**src/rtl/placement_pkg.sv**
```systemverilog
package placement_pkg;

  typedef enum logic [0:0] {
    ST_IDLE = 1'b0,
    ST_EXEC = 1'b1
  } ctlState_e;

  // Strobes from the control to the datapath.
  typedef struct packed {
    logic latchReq;  // capture request fields this edge
    logic commit;    // apply directory update this edge, response is live
  } ctlStrobe_t;

endpackage

```
**src/rtl/placement_ctrl.sv**
```systemverilog
module placement_ctrl
  import placement_pkg::*;
(
  input  logic       clk,
  input  logic       rstN,
  input  logic       reqValid,
  output logic       reqReady,
  output logic       rspValid,
  output ctlStrobe_t strobe
);

  ctlState_e state;
  ctlState_e stateNxt;

  always_comb begin
    stateNxt = state;
    case (state)
      ST_IDLE: if (reqValid) stateNxt = ST_EXEC;
      ST_EXEC: stateNxt = ST_IDLE;
      default: stateNxt = ST_IDLE;
    endcase
  end

  always_ff @(posedge clk) begin
    if (!rstN) state <= ST_IDLE;
    else       state <= stateNxt;
  end

  assign reqReady        = (state == ST_IDLE);
  assign rspValid        = (state == ST_EXEC);
  assign strobe.latchReq = reqValid && (state == ST_IDLE);
  assign strobe.commit   = (state == ST_EXEC);

endmodule

```
**src/rtl/placement_datapath.sv**
```systemverilog
module placement_datapath
  import placement_pkg::*;
#(
  parameter int NUM_CORES    = 8,
  parameter int PRIV_WAYS    = 2,
  parameter int SHARED_SLOTS = 4,
  parameter int ADDR_W       = 12
) (
  input  logic                             clk,
  input  logic                             rstN,
  input  ctlStrobe_t                       strobe,
  input  logic [$clog2(NUM_CORES)-1:0]     reqCore,
  input  logic [ADDR_W-1:0]                reqLine,
  output logic [$clog2(NUM_CORES+1)-1:0]   rspBank,
  output logic                             rspMigrate,
  output logic [$clog2(NUM_CORES+1)-1:0]   rspMigSrc,
  output logic [$clog2(NUM_CORES+1)-1:0]   rspMigDst,
  output logic                             rspDemote,
  output logic [$clog2(NUM_CORES+1)-1:0]   rspDemoteDst
);

  localparam int CORE_W     = $clog2(NUM_CORES);
  localparam int BANK_W     = $clog2(NUM_CORES + 1);
  localparam int PRIV_SLOTS = NUM_CORES * PRIV_WAYS;
  localparam int PSLOT_W    = $clog2(PRIV_SLOTS);
  localparam int AGE_W      = $clog2(PRIV_WAYS);
  localparam int SH_W       = $clog2(SHARED_SLOTS);
  localparam logic [BANK_W-1:0] SHARED_CODE = BANK_W'(NUM_CORES);
  localparam logic [AGE_W-1:0]  AGE_OLDEST  = AGE_W'(PRIV_WAYS - 1);

  function automatic logic [CORE_W-1:0] lowestCore(input logic [NUM_CORES-1:0] m);
    logic [CORE_W-1:0] r;
    r = '0;
    for (int i = NUM_CORES - 1; i >= 0; i--) if (m[i]) r = CORE_W'(i);
    return r;
  endfunction

  function automatic logic [NUM_CORES-1:0] coreBit(input logic [CORE_W-1:0] c);
    logic [NUM_CORES-1:0] r;
    r = '0;
    r[c] = 1'b1;
    return r;
  endfunction

  // Latched request
  logic [CORE_W-1:0] curCore;
  logic [ADDR_W-1:0] curLine;

  // Private-bank directory (slot = bank * PRIV_WAYS + way)
  logic [PRIV_SLOTS-1:0] pValid, pValidNxt;
  logic [ADDR_W-1:0]     pTag   [PRIV_SLOTS];
  logic [ADDR_W-1:0]     pTagNxt[PRIV_SLOTS];
  logic [NUM_CORES-1:0]  pShr   [PRIV_SLOTS];
  logic [NUM_CORES-1:0]  pShrNxt[PRIV_SLOTS];
  logic [AGE_W-1:0]      pAge   [PRIV_SLOTS];
  logic [AGE_W-1:0]      pAgeNxt[PRIV_SLOTS];

  // Central-bank directory
  logic [SHARED_SLOTS-1:0] sValid, sValidNxt;
  logic [ADDR_W-1:0]       sTag   [SHARED_SLOTS];
  logic [ADDR_W-1:0]       sTagNxt[SHARED_SLOTS];
  logic [NUM_CORES-1:0]    sShr   [SHARED_SLOTS];
  logic [NUM_CORES-1:0]    sShrNxt[SHARED_SLOTS];
  logic [SH_W-1:0]         rrPtr, rrPtrNxt;

  // Lookup results
  logic                pHit;
  logic [PSLOT_W-1:0]  pHitSlot;
  logic [CORE_W-1:0]   pHitBank;
  logic                sHit;
  logic [SH_W-1:0]     sHitSlot;
  logic                sHasFree;
  logic [SH_W-1:0]     sFreeSlot;

  // Decisions
  logic                isShHit, isLocal, isPromote, isMiss, needDemote;
  logic [SH_W-1:0]     sTgt;
  logic [CORE_W-1:0]   demoteCore;
  logic [NUM_CORES-1:0] reqBit;

  // Private insertion / removal
  logic                insEn;
  logic [CORE_W-1:0]   insBank;
  logic [ADDR_W-1:0]   insTag;
  logic [PSLOT_W-1:0]  insSlot;
  logic                insHasFree;
  logic [PSLOT_W-1:0]  insFreeSlot;
  logic [PSLOT_W-1:0]  insOldSlot;
  logic                remEn;
  logic [AGE_W-1:0]    remAge;
  logic [PRIV_SLOTS-1:0] validAfter;

  // ---------------------------------------------------------------
  // Request capture
  always_ff @(posedge clk) begin
    if (!rstN) begin
      curCore <= '0;
      curLine <= '0;
    end else if (strobe.latchReq) begin
      curCore <= reqCore;
      curLine <= reqLine;
    end
  end

  // ---------------------------------------------------------------
  // Tag search in both parts of the directory
  always_comb begin
    pHit     = 1'b0;
    pHitSlot = '0;
    pHitBank = '0;
    for (int k = 0; k < NUM_CORES; k++) begin
      for (int w = 0; w < PRIV_WAYS; w++) begin
        if (!pHit && pValid[k*PRIV_WAYS+w] && pTag[k*PRIV_WAYS+w] == curLine) begin
          pHit     = 1'b1;
          pHitSlot = PSLOT_W'(k*PRIV_WAYS+w);
          pHitBank = CORE_W'(k);
        end
      end
    end
  end

  always_comb begin
    sHit      = 1'b0;
    sHitSlot  = '0;
    sHasFree  = 1'b0;
    sFreeSlot = '0;
    for (int j = 0; j < SHARED_SLOTS; j++) begin
      if (!sHit && sValid[j] && sTag[j] == curLine) begin
        sHit     = 1'b1;
        sHitSlot = SH_W'(j);
      end
      if (!sHasFree && !sValid[j]) begin
        sHasFree  = 1'b1;
        sFreeSlot = SH_W'(j);
      end
    end
  end

  // ---------------------------------------------------------------
  // Placement decision
  always_comb begin
    reqBit     = coreBit(curCore);
    isShHit    = sHit;
    isLocal    = !sHit && pHit && (pHitBank == curCore);
    isPromote  = !sHit && pHit && (pHitBank != curCore);
    isMiss     = !sHit && !pHit;
    needDemote = isPromote && !sHasFree;
    sTgt       = sHasFree ? sFreeSlot : rrPtr;
    demoteCore = lowestCore(sShr[rrPtr]);

    insEn   = isMiss || needDemote;
    insBank = isMiss ? curCore : demoteCore;
    insTag  = isMiss ? curLine : sTag[rrPtr];

    remEn      = isPromote;
    remAge     = pAge[pHitSlot];
    validAfter = pValid;
    if (remEn) validAfter[pHitSlot] = 1'b0;
  end

  // Way choice inside the insertion bank: lowest free way, else oldest.
  always_comb begin
    insHasFree  = 1'b0;
    insFreeSlot = '0;
    insOldSlot  = '0;
    for (int k = 0; k < NUM_CORES; k++) begin
      for (int w = 0; w < PRIV_WAYS; w++) begin
        if (CORE_W'(k) == insBank) begin
          if (!insHasFree && !validAfter[k*PRIV_WAYS+w]) begin
            insHasFree  = 1'b1;
            insFreeSlot = PSLOT_W'(k*PRIV_WAYS+w);
          end
          if (validAfter[k*PRIV_WAYS+w] && pAge[k*PRIV_WAYS+w] == AGE_OLDEST)
            insOldSlot = PSLOT_W'(k*PRIV_WAYS+w);
        end
      end
    end
    insSlot = insHasFree ? insFreeSlot : insOldSlot;
  end

  // ---------------------------------------------------------------
  // Private directory next state. Ages are ranks: 0 = newest.
  always_comb begin
    pValidNxt = pValid;
    pTagNxt   = pTag;
    pShrNxt   = pShr;
    pAgeNxt   = pAge;
    for (int k = 0; k < NUM_CORES; k++) begin
      for (int w = 0; w < PRIV_WAYS; w++) begin
        if (remEn && PSLOT_W'(k*PRIV_WAYS+w) == pHitSlot)
          pValidNxt[k*PRIV_WAYS+w] = 1'b0;
        if (remEn && CORE_W'(k) == pHitBank && pValid[k*PRIV_WAYS+w]
            && pAge[k*PRIV_WAYS+w] > remAge)
          pAgeNxt[k*PRIV_WAYS+w] = pAgeNxt[k*PRIV_WAYS+w] - AGE_W'(1);
        if (insEn && CORE_W'(k) == insBank && validAfter[k*PRIV_WAYS+w]
            && PSLOT_W'(k*PRIV_WAYS+w) != insSlot)
          pAgeNxt[k*PRIV_WAYS+w] = pAgeNxt[k*PRIV_WAYS+w] + AGE_W'(1);
        if (insEn && PSLOT_W'(k*PRIV_WAYS+w) == insSlot) begin
          pValidNxt[k*PRIV_WAYS+w] = 1'b1;
          pTagNxt[k*PRIV_WAYS+w]   = insTag;
          pShrNxt[k*PRIV_WAYS+w]   = coreBit(insBank);
          pAgeNxt[k*PRIV_WAYS+w]   = '0;
        end
        if (isLocal && PSLOT_W'(k*PRIV_WAYS+w) == pHitSlot)
          pShrNxt[k*PRIV_WAYS+w] = pShr[k*PRIV_WAYS+w] | reqBit;
      end
    end
  end

  // Central directory next state
  always_comb begin
    sValidNxt = sValid;
    sTagNxt   = sTag;
    sShrNxt   = sShr;
    rrPtrNxt  = rrPtr;
    if (isShHit) sShrNxt[sHitSlot] = sShr[sHitSlot] | reqBit;
    if (isPromote) begin
      sValidNxt[sTgt] = 1'b1;
      sTagNxt[sTgt]   = curLine;
      sShrNxt[sTgt]   = pShr[pHitSlot] | reqBit;
    end
    if (needDemote)
      rrPtrNxt = (rrPtr == SH_W'(SHARED_SLOTS - 1)) ? '0 : rrPtr + SH_W'(1);
  end

  // ---------------------------------------------------------------
  always_ff @(posedge clk) begin
    if (!rstN) begin
      pValid <= '0;
      sValid <= '0;
      rrPtr  <= '0;
      for (int i = 0; i < PRIV_SLOTS; i++) begin
        pTag[i] <= '0;
        pShr[i] <= '0;
        pAge[i] <= '0;
      end
      for (int j = 0; j < SHARED_SLOTS; j++) begin
        sTag[j] <= '0;
        sShr[j] <= '0;
      end
    end else if (strobe.commit) begin
      pValid <= pValidNxt;
      pTag   <= pTagNxt;
      pShr   <= pShrNxt;
      pAge   <= pAgeNxt;
      sValid <= sValidNxt;
      sTag   <= sTagNxt;
      sShr   <= sShrNxt;
      rrPtr  <= rrPtrNxt;
    end
  end

  // ---------------------------------------------------------------
  // Response, live during the commit cycle only
  always_comb begin
    rspBank      = '0;
    rspMigrate   = 1'b0;
    rspMigSrc    = '0;
    rspMigDst    = '0;
    rspDemote    = 1'b0;
    rspDemoteDst = '0;
    if (strobe.commit) begin
      rspBank = (isMiss || isLocal) ? BANK_W'(curCore) : SHARED_CODE;
      if (isPromote) begin
        rspMigrate = 1'b1;
        rspMigSrc  = BANK_W'(pHitBank);
        rspMigDst  = SHARED_CODE;
      end
      if (needDemote) begin
        rspDemote    = 1'b1;
        rspDemoteDst = BANK_W'(demoteCore);
      end
    end
  end

endmodule

```
**src/rtl/line_placement_ctl.sv**
```systemverilog
module line_placement_ctl
  import placement_pkg::*;
#(
  parameter int NUM_CORES    = 8,
  parameter int PRIV_WAYS    = 2,
  parameter int SHARED_SLOTS = 4,
  parameter int ADDR_W       = 12
) (
  input  logic                             clk,
  input  logic                             rstN,
  input  logic                             reqValid,
  output logic                             reqReady,
  input  logic [$clog2(NUM_CORES)-1:0]     reqCore,
  input  logic [ADDR_W-1:0]                reqLine,
  output logic                             rspValid,
  output logic [$clog2(NUM_CORES+1)-1:0]   rspBank,
  output logic                             rspMigrate,
  output logic [$clog2(NUM_CORES+1)-1:0]   rspMigSrc,
  output logic [$clog2(NUM_CORES+1)-1:0]   rspMigDst,
  output logic                             rspDemote,
  output logic [$clog2(NUM_CORES+1)-1:0]   rspDemoteDst
);

  ctlStrobe_t strobe;

  placement_ctrl u_ctrl (
    .clk      (clk),
    .rstN     (rstN),
    .reqValid (reqValid),
    .reqReady (reqReady),
    .rspValid (rspValid),
    .strobe   (strobe)
  );

  placement_datapath #(
    .NUM_CORES    (NUM_CORES),
    .PRIV_WAYS    (PRIV_WAYS),
    .SHARED_SLOTS (SHARED_SLOTS),
    .ADDR_W       (ADDR_W)
  ) u_dp (
    .clk          (clk),
    .rstN         (rstN),
    .strobe       (strobe),
    .reqCore      (reqCore),
    .reqLine      (reqLine),
    .rspBank      (rspBank),
    .rspMigrate   (rspMigrate),
    .rspMigSrc    (rspMigSrc),
    .rspMigDst    (rspMigDst),
    .rspDemote    (rspDemote),
    .rspDemoteDst (rspDemoteDst)
  );

endmodule

```
**config.mk**
```make
export PLATFORM = sky130hd
export DESIGN_NAME = line_placement_ctl
export DESIGN_NICKNAME = d
export VERILOG_FILES = /design/src/rtl/placement_pkg.sv /design/src/rtl/placement_ctrl.sv /design/src/rtl/placement_datapath.sv /design/src/rtl/line_placement_ctl.sv
export SDC_FILE = /design/constraint.sdc
export NUM_CORES = 2
export LEC_CHECK = 0
export BUFFER_PORTS_ARGS = -buffer_cell sky130_fd_sc_hd__buf_2
export CAP_MARGIN = 20
export CORE_UTILIZATION = 43
export CTS_CLUSTER_SIZE = 28
export DETAILED_ROUTE_END_ITERATION = 8
export PLACE_DENSITY = 0.6
export SYNTH_ARGS = -nofsm -noshare
export SYNTH_HDL_FRONTEND = slang
export SYNTH_SLANG_ARGS = --single-unit
```
**constraint.sdc**
```tcl
create_clock -name clk -period 5.5 [get_ports clk]
set_input_delay 1.1 -clock clk [delete_from_list [all_inputs] [get_ports clk]]
set_output_delay 1.1 -clock clk [all_outputs]
set_load 0.005 [all_outputs]
```
# Word level (Yosys, flattened, before mapping)

Index checks and enable logic that the tools add are counted.

$add $sub $neg: 33
$lt $le $gt $ge: 30
Equality and inequality tests: 82
Multiplexer cells: 325
Bitwise logic cells: 26
Reductions and logical operators: 356

Operator list:

| kind                                                                 | count |
|---|---|
| 8-bit 2-to-1 mux                                                     | 40 |
| 4-bit 2-to-1 mux                                                     | 79 |
| 12-bit equality test                                                 | 20 |
| 1-bit logical AND                                                    | 211 |
| 1-bit 2-to-1 mux                                                     | 153 |
| 8-bit OR                                                             | 18 |
| 2-bit AND reduction                                                  | 50 |
| 3-bit 2-to-1 mux                                                     | 24 |
| 32-bit bitwise mux                                                   | 2 |
| 4-bit equality test, first input constant                            | 16 |
| 32-bit 2-to-1 mux                                                    | 2 |
| 2-bit nonzero test                                                   | 32 |
| 1-bit logical NOT                                                    | 56 |
| 48-bit bitwise mux                                                   | 1 |
| 12-bit 2-to-1 mux                                                    | 4 |
| 8-bit binary-select mux with 2-bit select                            | 2 |
| 8-bit binary-select mux with 4-bit select                            | 1 |
| 8-bit demux with 2-bit select                                        | 2 |
| 3-bit by 4-bit equality test with 1-bit output, first input constant | 8 |
| 4-bit != test, first input constant                                  | 8 |
| 12-bit binary-select mux with 2-bit select                           | 1 |
| 12-bit demux with 2-bit select                                       | 1 |
| 3-bit equality test, first input constant                            | 8 |
| 1-bit adder, second input constant                                   | 16 |
| other kinds (39)                                                     | 97 |

Flip-flop bits (word level): 454
Input bits: 18
Output and inout bits: 20
Logic and storage cells: 929

# Depth between registers and ports, before layout

Depth after elaboration: 137
Mapped depth: 21
Mapped depth without buffers: 14

# Cells and area by module

A second synthesis with hierarchy kept.

Cell total of the unflattened synthesis: 2685
Area total of the unflattened synthesis: 23526.3 um^2

Modules (own cells, without submodules):

| module             | instances | cells an instance | area each (um^2) | seq. area each (um^2) |
|---|---|---|---|---|
| placement_datapath | 1         | 2680              | 23480.0          | 9068.7 |
| placement_ctrl     | 1         | 5                 | 46.3             | 20.0 |

# Worst setup path before layout

Ideal clock, no wire load.

Path type: flip-flop to flip-flop
Start: register u_dp.curLine[2]
End: register u_dp.pShr[127] (netlist bit)
Library setup time: 0.128 ns
Data arrival time: 4.470 ns
Data required time: 5.372 ns
Setup slack: 0.902 ns
Stages on the path, launching flop included: 19
Path buffers: 4
Clock period less this slack: 4.598 ns
Cell sequence: dfxtp_1 -> buf_6 -> buf_6 -> xnor2_1 -> nand3_1 -> or4_4 -> nor4bb_1 -> and4_4 -> a211o_1 -> o211a_4 -> o31a_1 -> a32o_2 -> nor4_4 -> or4b_4 -> a211oi_2 -> buf_6 -> buf_12 -> mux2i_1 -> nor2_1

Longest elaborated chain between the ends: 137
Elaborated cells between the ends (all ways): 318
Classes of those cells: order compare (4); eq/ne (29); mux (150); bitwise (2); reduce/logical (133)

RTL lines:

| element                                                     | RTL line                  | text |
|---|---|---|
| from (decl)                                                 | placement_datapath.sv:47  | `logic [ADDR_W-1:0] curLine;` |
| from (signal assigned)                                      | placement_datapath.sv:101 | `curLine <= reqLine;` |
| 12-bit equality test                                        | placement_datapath.sv:113 | `if (!pHit && pValid[k*PRIV_WAYS+w] && pTag[k*PRIV_WAYS+w] == curLine) begin` |
| 1-bit logical AND                                           | placement_datapath.sv:113 |  |
| 1-bit 2-to-1 mux                                            | placement_datapath.sv:113 |  |
| 1-bit logical NOT                                           | placement_datapath.sv:113 |  |
| 1-bit logical AND (2 in series)                             | placement_datapath.sv:113 |  |
| 1-bit 2-to-1 mux                                            | placement_datapath.sv:113 |  |
| 1-bit logical NOT                                           | placement_datapath.sv:113 |  |
| 1-bit logical AND (2 in series)                             | placement_datapath.sv:113 |  |
| [... 119 more ...]                                          | n/a                       |  |
| 1-bit logical AND                                           | placement_datapath.sv:169 | `if (!insHasFree && !validAfter[k*PRIV_WAYS+w]) begin` |
| 4-bit 2-to-1 mux / 1-bit 2-to-1 mux (equally long branches) | placement_datapath.sv:169 |  |
| 4-bit 2-to-1 mux / 1-bit 2-to-1 mux (equally long branches) | placement_datapath.sv:168 | `if (CORE_W'(k) == insBank) begin` |
| 4-bit 2-to-1 mux                                            | placement_datapath.sv:178 | `insSlot = insHasFree ? insFreeSlot : insOldSlot;` |
| 4-bit logical NOT                                           | placement_datapath.sv:198 | `if (insEn && PSLOT_W'(k*PRIV_WAYS+w) == insSlot) begin` |
| 1-bit logical AND                                           | placement_datapath.sv:198 |  |
| 2-bit nonzero test (no line)                                | n/a                       |  |
| 2-bit AND reduction (no line)                               | n/a                       |  |
| to (signal assigned)                                        | placement_datapath.sv:244 | `pShr <= pShrNxt;` |
| to (decl)                                                   | placement_datapath.sv:53  | `logic [NUM_CORES-1:0] pShr [PRIV_SLOTS];` |

Several ways; a longest one is shown, not always the timed one. The select of a mux whose other input is x is not followed.
A chain may end at the register's enable or synchronous reset.

# Final worst setup path

Start: register u_dp.curLine[1]
End: output port rspDemoteDst[1]

Longest elaborated chain between the ends: 68
Elaborated cells between the ends (all ways): 117
Classes of those cells: eq/ne (21); mux (36); reduce/logical (60)

RTL lines:

| element                                                     | RTL line                  | text |
|---|---|---|
| 12-bit equality test                                        | placement_datapath.sv:113 |  |
| 1-bit logical AND                                           | placement_datapath.sv:113 |  |
| 1-bit 2-to-1 mux                                            | placement_datapath.sv:113 |  |
| 1-bit logical NOT                                           | placement_datapath.sv:113 |  |
| 1-bit logical AND (2 in series)                             | placement_datapath.sv:113 |  |
| 1-bit 2-to-1 mux                                            | placement_datapath.sv:113 |  |
| 1-bit logical NOT                                           | placement_datapath.sv:113 |  |
| 1-bit logical AND (2 in series)                             | placement_datapath.sv:113 |  |
| [... 49 more ...]                                           | n/a                       |  |
| 1-bit logical NOT                                           | placement_datapath.sv:113 |  |
| 1-bit logical AND (2 in series)                             | placement_datapath.sv:113 |  |
| 3-bit 2-to-1 mux / 1-bit 2-to-1 mux (equally long branches) | placement_datapath.sv:113 |  |
| 3-bit != test / 1-bit logical AND (equally long branches)   | placement_datapath.sv:145 | `isPromote = !sHit && pHit && (pHitBank != curCore);` |
| 1-bit logical AND *                                         | placement_datapath.sv:145 |  |
| 1-bit logical AND *                                         | placement_datapath.sv:147 | `needDemote = isPromote && !sHasFree;` |
| 3-bit 2-to-1 mux *                                          | placement_datapath.sv:269 | `if (needDemote) begin` |
| 4-bit 2-to-1 mux *                                          | placement_datapath.sv:262 | `if (strobe.commit) begin` |
| to (decl)                                                   | line_placement_ctl.sv:21  | `output logic [$clog2(NUM_CORES+1)-1:0] rspDemoteDst` |

Mark *: on every way between the ends. The rest lies on a longest branch, timed or not.

==> impl_results.html <==
<table>
<tr><th>Metric</th><th>Value</th></tr>
<tr><th colspan="2">Place</th></tr>
<tr><td>Port bufs</td><td>32</td></tr>
<tr><td>Post-placement worst setup slack</td><td>-0.09258 ns</td></tr>
<tr><td>GPL Wtd Cong</td><td>0.9946</td></tr>
<tr><td>Post-detail-place hpwl</td><td>56.16 mm</td></tr>
<tr><td>Total cell area at the placement stage</td><td>24640 um^2</td></tr>
<tr><td>Cell total after placement</td><td>3312</td></tr>
<tr><th colspan="2">Cells and area</th></tr>
<tr><td>Final cell area excluding filler cells</td><td>26380 um^2</td></tr>
<tr><td>Area occupied by multi-input gates</td><td>12740 um^2</td></tr>
<tr><td>Final-layout fill cell count</td><td>4945</td></tr>
<tr><td>Count of antenna diodes in the layout</td><td>0</td></tr>
<tr><td>Synth-to-Final Area Change</td><td>15.69%</td></tr>
<tr><td>Total Nets Final</td><td>2700</td></tr>
<tr><td>Most common cell after layout, fill and taps aside</td><td>nand2_1</td></tr>
<tr><td>Top library cells by usage in the layout, fill and taps aside</td><td>nand2_1, dfxtp_1, xnor2_1</td></tr>
<tr><td>Sequential cell area</td><td>9104 um^2</td></tr>
<tr><td>Post-Layout Cell Count</td><td>3406</td></tr>
<tr><td>Fraction of layout cells with a size suffix above 1</td><td>15.08%</td></tr>
<tr><th colspan="2">STA</th></tr>
<tr><td>Max Fclk</td><td>184.9 MHz</td></tr>
<tr><td>Least-Margin Pin Slew</td><td>0.9502 ns</td></tr>
<tr><td>Post-Route Skew</td><td>0.02833 ns</td></tr>
<tr><td>RSZ-0062 raised after global routing</td><td>true</td></tr>
<tr><td>Final worst path period share</td><td>98.35%</td></tr>
<tr><td>Relative slew margins</td><td>~36%</td></tr>
<tr><td>Final-report hold violation count</td><td>0</td></tr>
<tr><td>Clock period minus worst slack</td><td>approximately 5.4 ns</td></tr>
<tr><td>Setup Viol. Count Final</td><td>0</td></tr>
<tr><td>Worst Slack Setup Final</td><td>approximately 0.091 ns</td></tr>
<tr><td>Max-slew violation total from the final report</td><td>0</td></tr>
<tr><th colspan="2">Die</th></tr>
<tr><td>Die X-Extent</td><td>232.3 um</td></tr>
<tr><td>Starting Density</td><td>43.48%</td></tr>
<tr><td>DIE HEIGHT</td><td>232.3 um</td></tr>
<tr><td>Num ports</td><td>38</td></tr>
<tr><td>Total die area</td><td>53960 um^2</td></tr>
<tr><td>CORE AREA</td><td>52450 um^2</td></tr>
<tr><td>Floorplan row count</td><td>84</td></tr>
<tr><th colspan="2">Clock network</th></tr>
<tr><td>Number of buffers added by the clock tree synthesis step</td><td>50</td></tr>
<tr><td>Clock slew seen by the registers of the worst setup and hold paths</td><td>0.06 ns</td></tr>
<tr><td>Longest Clk Path Bufs</td><td>3</td></tr>
<tr><td>Clk sink count</td><td>454</td></tr>
<tr><td>Buffer cell driving the clock tree root</td><td>clkbuf_16</td></tr>
<tr><td>Number of H-tree branching levels</td><td>2</td></tr>
<tr><td>Clock tree from TritonCTS</td><td>built</td></tr>
<tr><td>Insertion delay of the later-clocked pin in the worst-skew pair</td><td>0.61 ns</td></tr>
<tr><td>Post-cts hold buffer count</td><td>0</td></tr>
<tr><th colspan="2">Synth</th></tr>
<tr><td>Post-synthesis cell count</td><td>2592</td></tr>
<tr><td>Async set-or-reset flop fraction in the synthesized netlist</td><td>0%</td></tr>
<tr><td>Top flip-flop cell by instance count after synthesis</td><td>dfxtp_1</td></tr>
<tr><td>Yosys warns</td><td>0</td></tr>
<tr><td>Yosys top cell area share</td><td>around two fifths</td></tr>
<tr><td>Mapped Avg Cell Area</td><td>8.798 um^2</td></tr>
<tr><td>Post-synth cell types</td><td>93</td></tr>
<tr><td>Dominant cells by area after synthesis</td><td>dfxtp_1, mux2i_1, xnor2_1</td></tr>
<tr><td>Cell taking the most area after synthesis</td><td>dfxtp_1</td></tr>
<tr><td>Count of state elements after synthesis</td><td>454</td></tr>
<tr><td>Netlist area before placement</td><td>approximately 23000 um^2</td></tr>
<tr><td>Count of flip-flops with a built-in enable after synthesis</td><td>0</td></tr>
<tr><td>Register area share after synthesis</td><td>between 30% and 40%</td></tr>
<tr><th colspan="2">Global route</th></tr>
<tr><td>Global-route wire length before repair</td><td>~120 mm</td></tr>
<tr><td>Vias in the first global route</td><td>between 15000 and 20000</td></tr>
<tr><td>Number of antenna violations at the first check in global routing</td><td>0</td></tr>
<tr><td>Total gr overflow</td><td>0</td></tr>
<tr><td>Combined global-route utilization of all metal layers</td><td>29.05%</td></tr>
<tr><td>Largest net degree at the start of global routing</td><td>175</td></tr>
<tr><th colspan="2">Route</th></tr>
<tr><td>Overall routed net length</td><td>79.20 mm</td></tr>
<tr><td>Final routed DRC violation total</td><td>0</td></tr>
<tr><td>DRT Pass-1 Iters</td><td>6</td></tr>
<tr><td>Number of DRC markers in iteration 0</td><td>1827</td></tr>
<tr><td>Wirelength per Cell</td><td>23.25 um</td></tr>
<tr><td>Mean number of vias per cell</td><td>5.846</td></tr>
<tr><td>Via count</td><td>around 20000</td></tr>
<tr><td>Number of nets with antenna violations after routing</td><td>0</td></tr>
<tr><th colspan="2">Critical path</th></tr>
<tr><td>Element type at the critical path start</td><td>flop</td></tr>
<tr><td>Data arrival time of the critical path</td><td>4.31 ns</td></tr>
<tr><td>Req. time, crit path</td><td>4.40 ns</td></tr>
<tr><td>CP Capture Type</td><td>primary output</td></tr>
<tr><td>Critical path type</td><td>reg2out</td></tr>
<tr><td>Crit path max fanout</td><td>15</td></tr>
<tr><th colspan="2">Worst hold path</th></tr>
<tr><td>Type of the tightest min-delay check</td><td>reg2reg</td></tr>
<tr><th colspan="2">Status</th></tr>
<tr><td>Run status</td><td>finished clean</td></tr>
<tr><th colspan="2">Power</th></tr>
<tr><td>Power density normalized to cell area</td><td>291.3 nW/um^2</td></tr>
<tr><td>Worst vdd rail ir drop</td><td>a little under 300 uV</td></tr>
<tr><td>Static leakage</td><td>10.47 nW</td></tr>
<tr><th colspan="2">Run</th></tr>
<tr><td>Max capacitance violation total</td><td>0</td></tr>
</table>
## Yosys cell counts (21+ instances only)
library cell	n
nor2_1	119
xnor2_1	241
nand2_1	486
clkbuf_1	112
mux2i_1	237
a21oi_1	159
inv_1	21
a31oi_1	26
a22oi_1	23
nand4_1	55
buf_2	36
o21ai_0	85
a211oi_1	26
and3_1	107
dfxtp_1	454
nand3_1	57
buf_6	27
## cell type report
cell class	count	share of cell area [%]
multi-input combinational	1927	48.31
sequential	454	34.51
timing repair buffer	226	7.522
clock buffer	73	5.411
tap	688	3.263
clock inverter	16	0.6640
inverter	22	0.3225
## sequential cells by signal, summed over array words and instances (netlist names)
register         count
u_dp.pTag          192
u_dp.pShr          128
u_dp.sTag           48
u_dp.sShr           32
u_dp.pAge           16
u_dp.pValid         16
u_dp.curLine        12
u_dp.sValid          4
u_dp.curCore         3
u_dp.rrPtr           2
u_ctrl.rspValid      1
## through the flow
step           total power [mW]  util (%)   TNS, ns  hold slack (ns)
2_1_floorplan             4.017         -         0           0.4438
3_3_place_gp              4.383     46.98    -4.815           0.4559
3_5_place_dp              4.386     46.98    -3.941           0.4591
4_1_cts                   7.702     50.13         0           0.4712
5_1_grt                   7.934     50.30  -0.04602           0.4817
6_report                  7.686     50.30         0           0.4663
## worst max-delay path: stages, from the launching register on
cell and delay [ns]:
dfxtp_1 0.39, buf_12 0.22, xnor2_1 0.08, nand3_1 0.17, nor4_1 0.09, buf_4 0.15, or4_4 0.57, buf_4 0.18
and4_1 0.16, a211o_1 0.27, o211ai_2 0.27, nand2_2 0.14, buf_4 0.19, or3_1 0.42, a211oi_2 0.26, buf_2 0.15
## kinds of logic (layout without fill, tap and decap cells)
| group | count (synthesis) | after routing | share of synthesized area [%] |
|---|---|---|---|
| AND/OR/NAND/NOR | 968 | 968 | 20.50 |
| flip-flops | 454 | 454 | 39.86 |
| adder cells (fa/ha/maj) | 1 | 1 | 0.05486 |
| other | 1 | 5 | 0.01645 |
| AO/OA/AOI/OAI | 447 | 447 | 12.65 |
| XOR/XNOR | 241 | 241 | 9.256 |
| buffers and inverters | 215 | 337 | 4.878 |
| multiplexers | 265 | 265 | 12.78 |
## power by group
part | internal, mW | switching, mW | total, mW | leakage (nW)
combinational | 0.351 | 0.633 | 0.984 | 6.02
clock | 1.94 | 1.40 | 3.34 | 0.787
sequential | 3.32 | 0.0432 | 3.36 | 3.66
total | 5.61 | 2.08 | 7.69 | 10.5
## routing by layer
layer / track usage (%) / up-vias / wire length [um]
met4: 11.12 / 0 / 2921
met1: 40.51 / 9767 / 35700
met2: 45.23 / 728 / 35420
li1: - / 9265 / -
met3: 3.942 / 153 / 5165
met5: 0 / - / 0
## path summary, 6_finish.rpt
path                          from               to  slack (ns)  depth (start not counted)
setup reg to reg  u_dp.curLine[11]   u_dp.pTag[101]        0.19                         18
hold reg to reg      u_dp.pTag[31]    u_dp.pTag[31]        0.47                          2
setup / recovery   u_dp.curLine[1]  rspDemoteDst[1]        0.09                         15
hold / removal       u_dp.pTag[31]    u_dp.pTag[31]        0.47                          2
## timing repair
item                                    in CTS  in global routing
gates resized for setup                     12                 10
setup buffers                                0                  5
endpoints found under the setup margin     154                340
pin swaps                                    1                  2
Power figures use the tool's default switching activity.
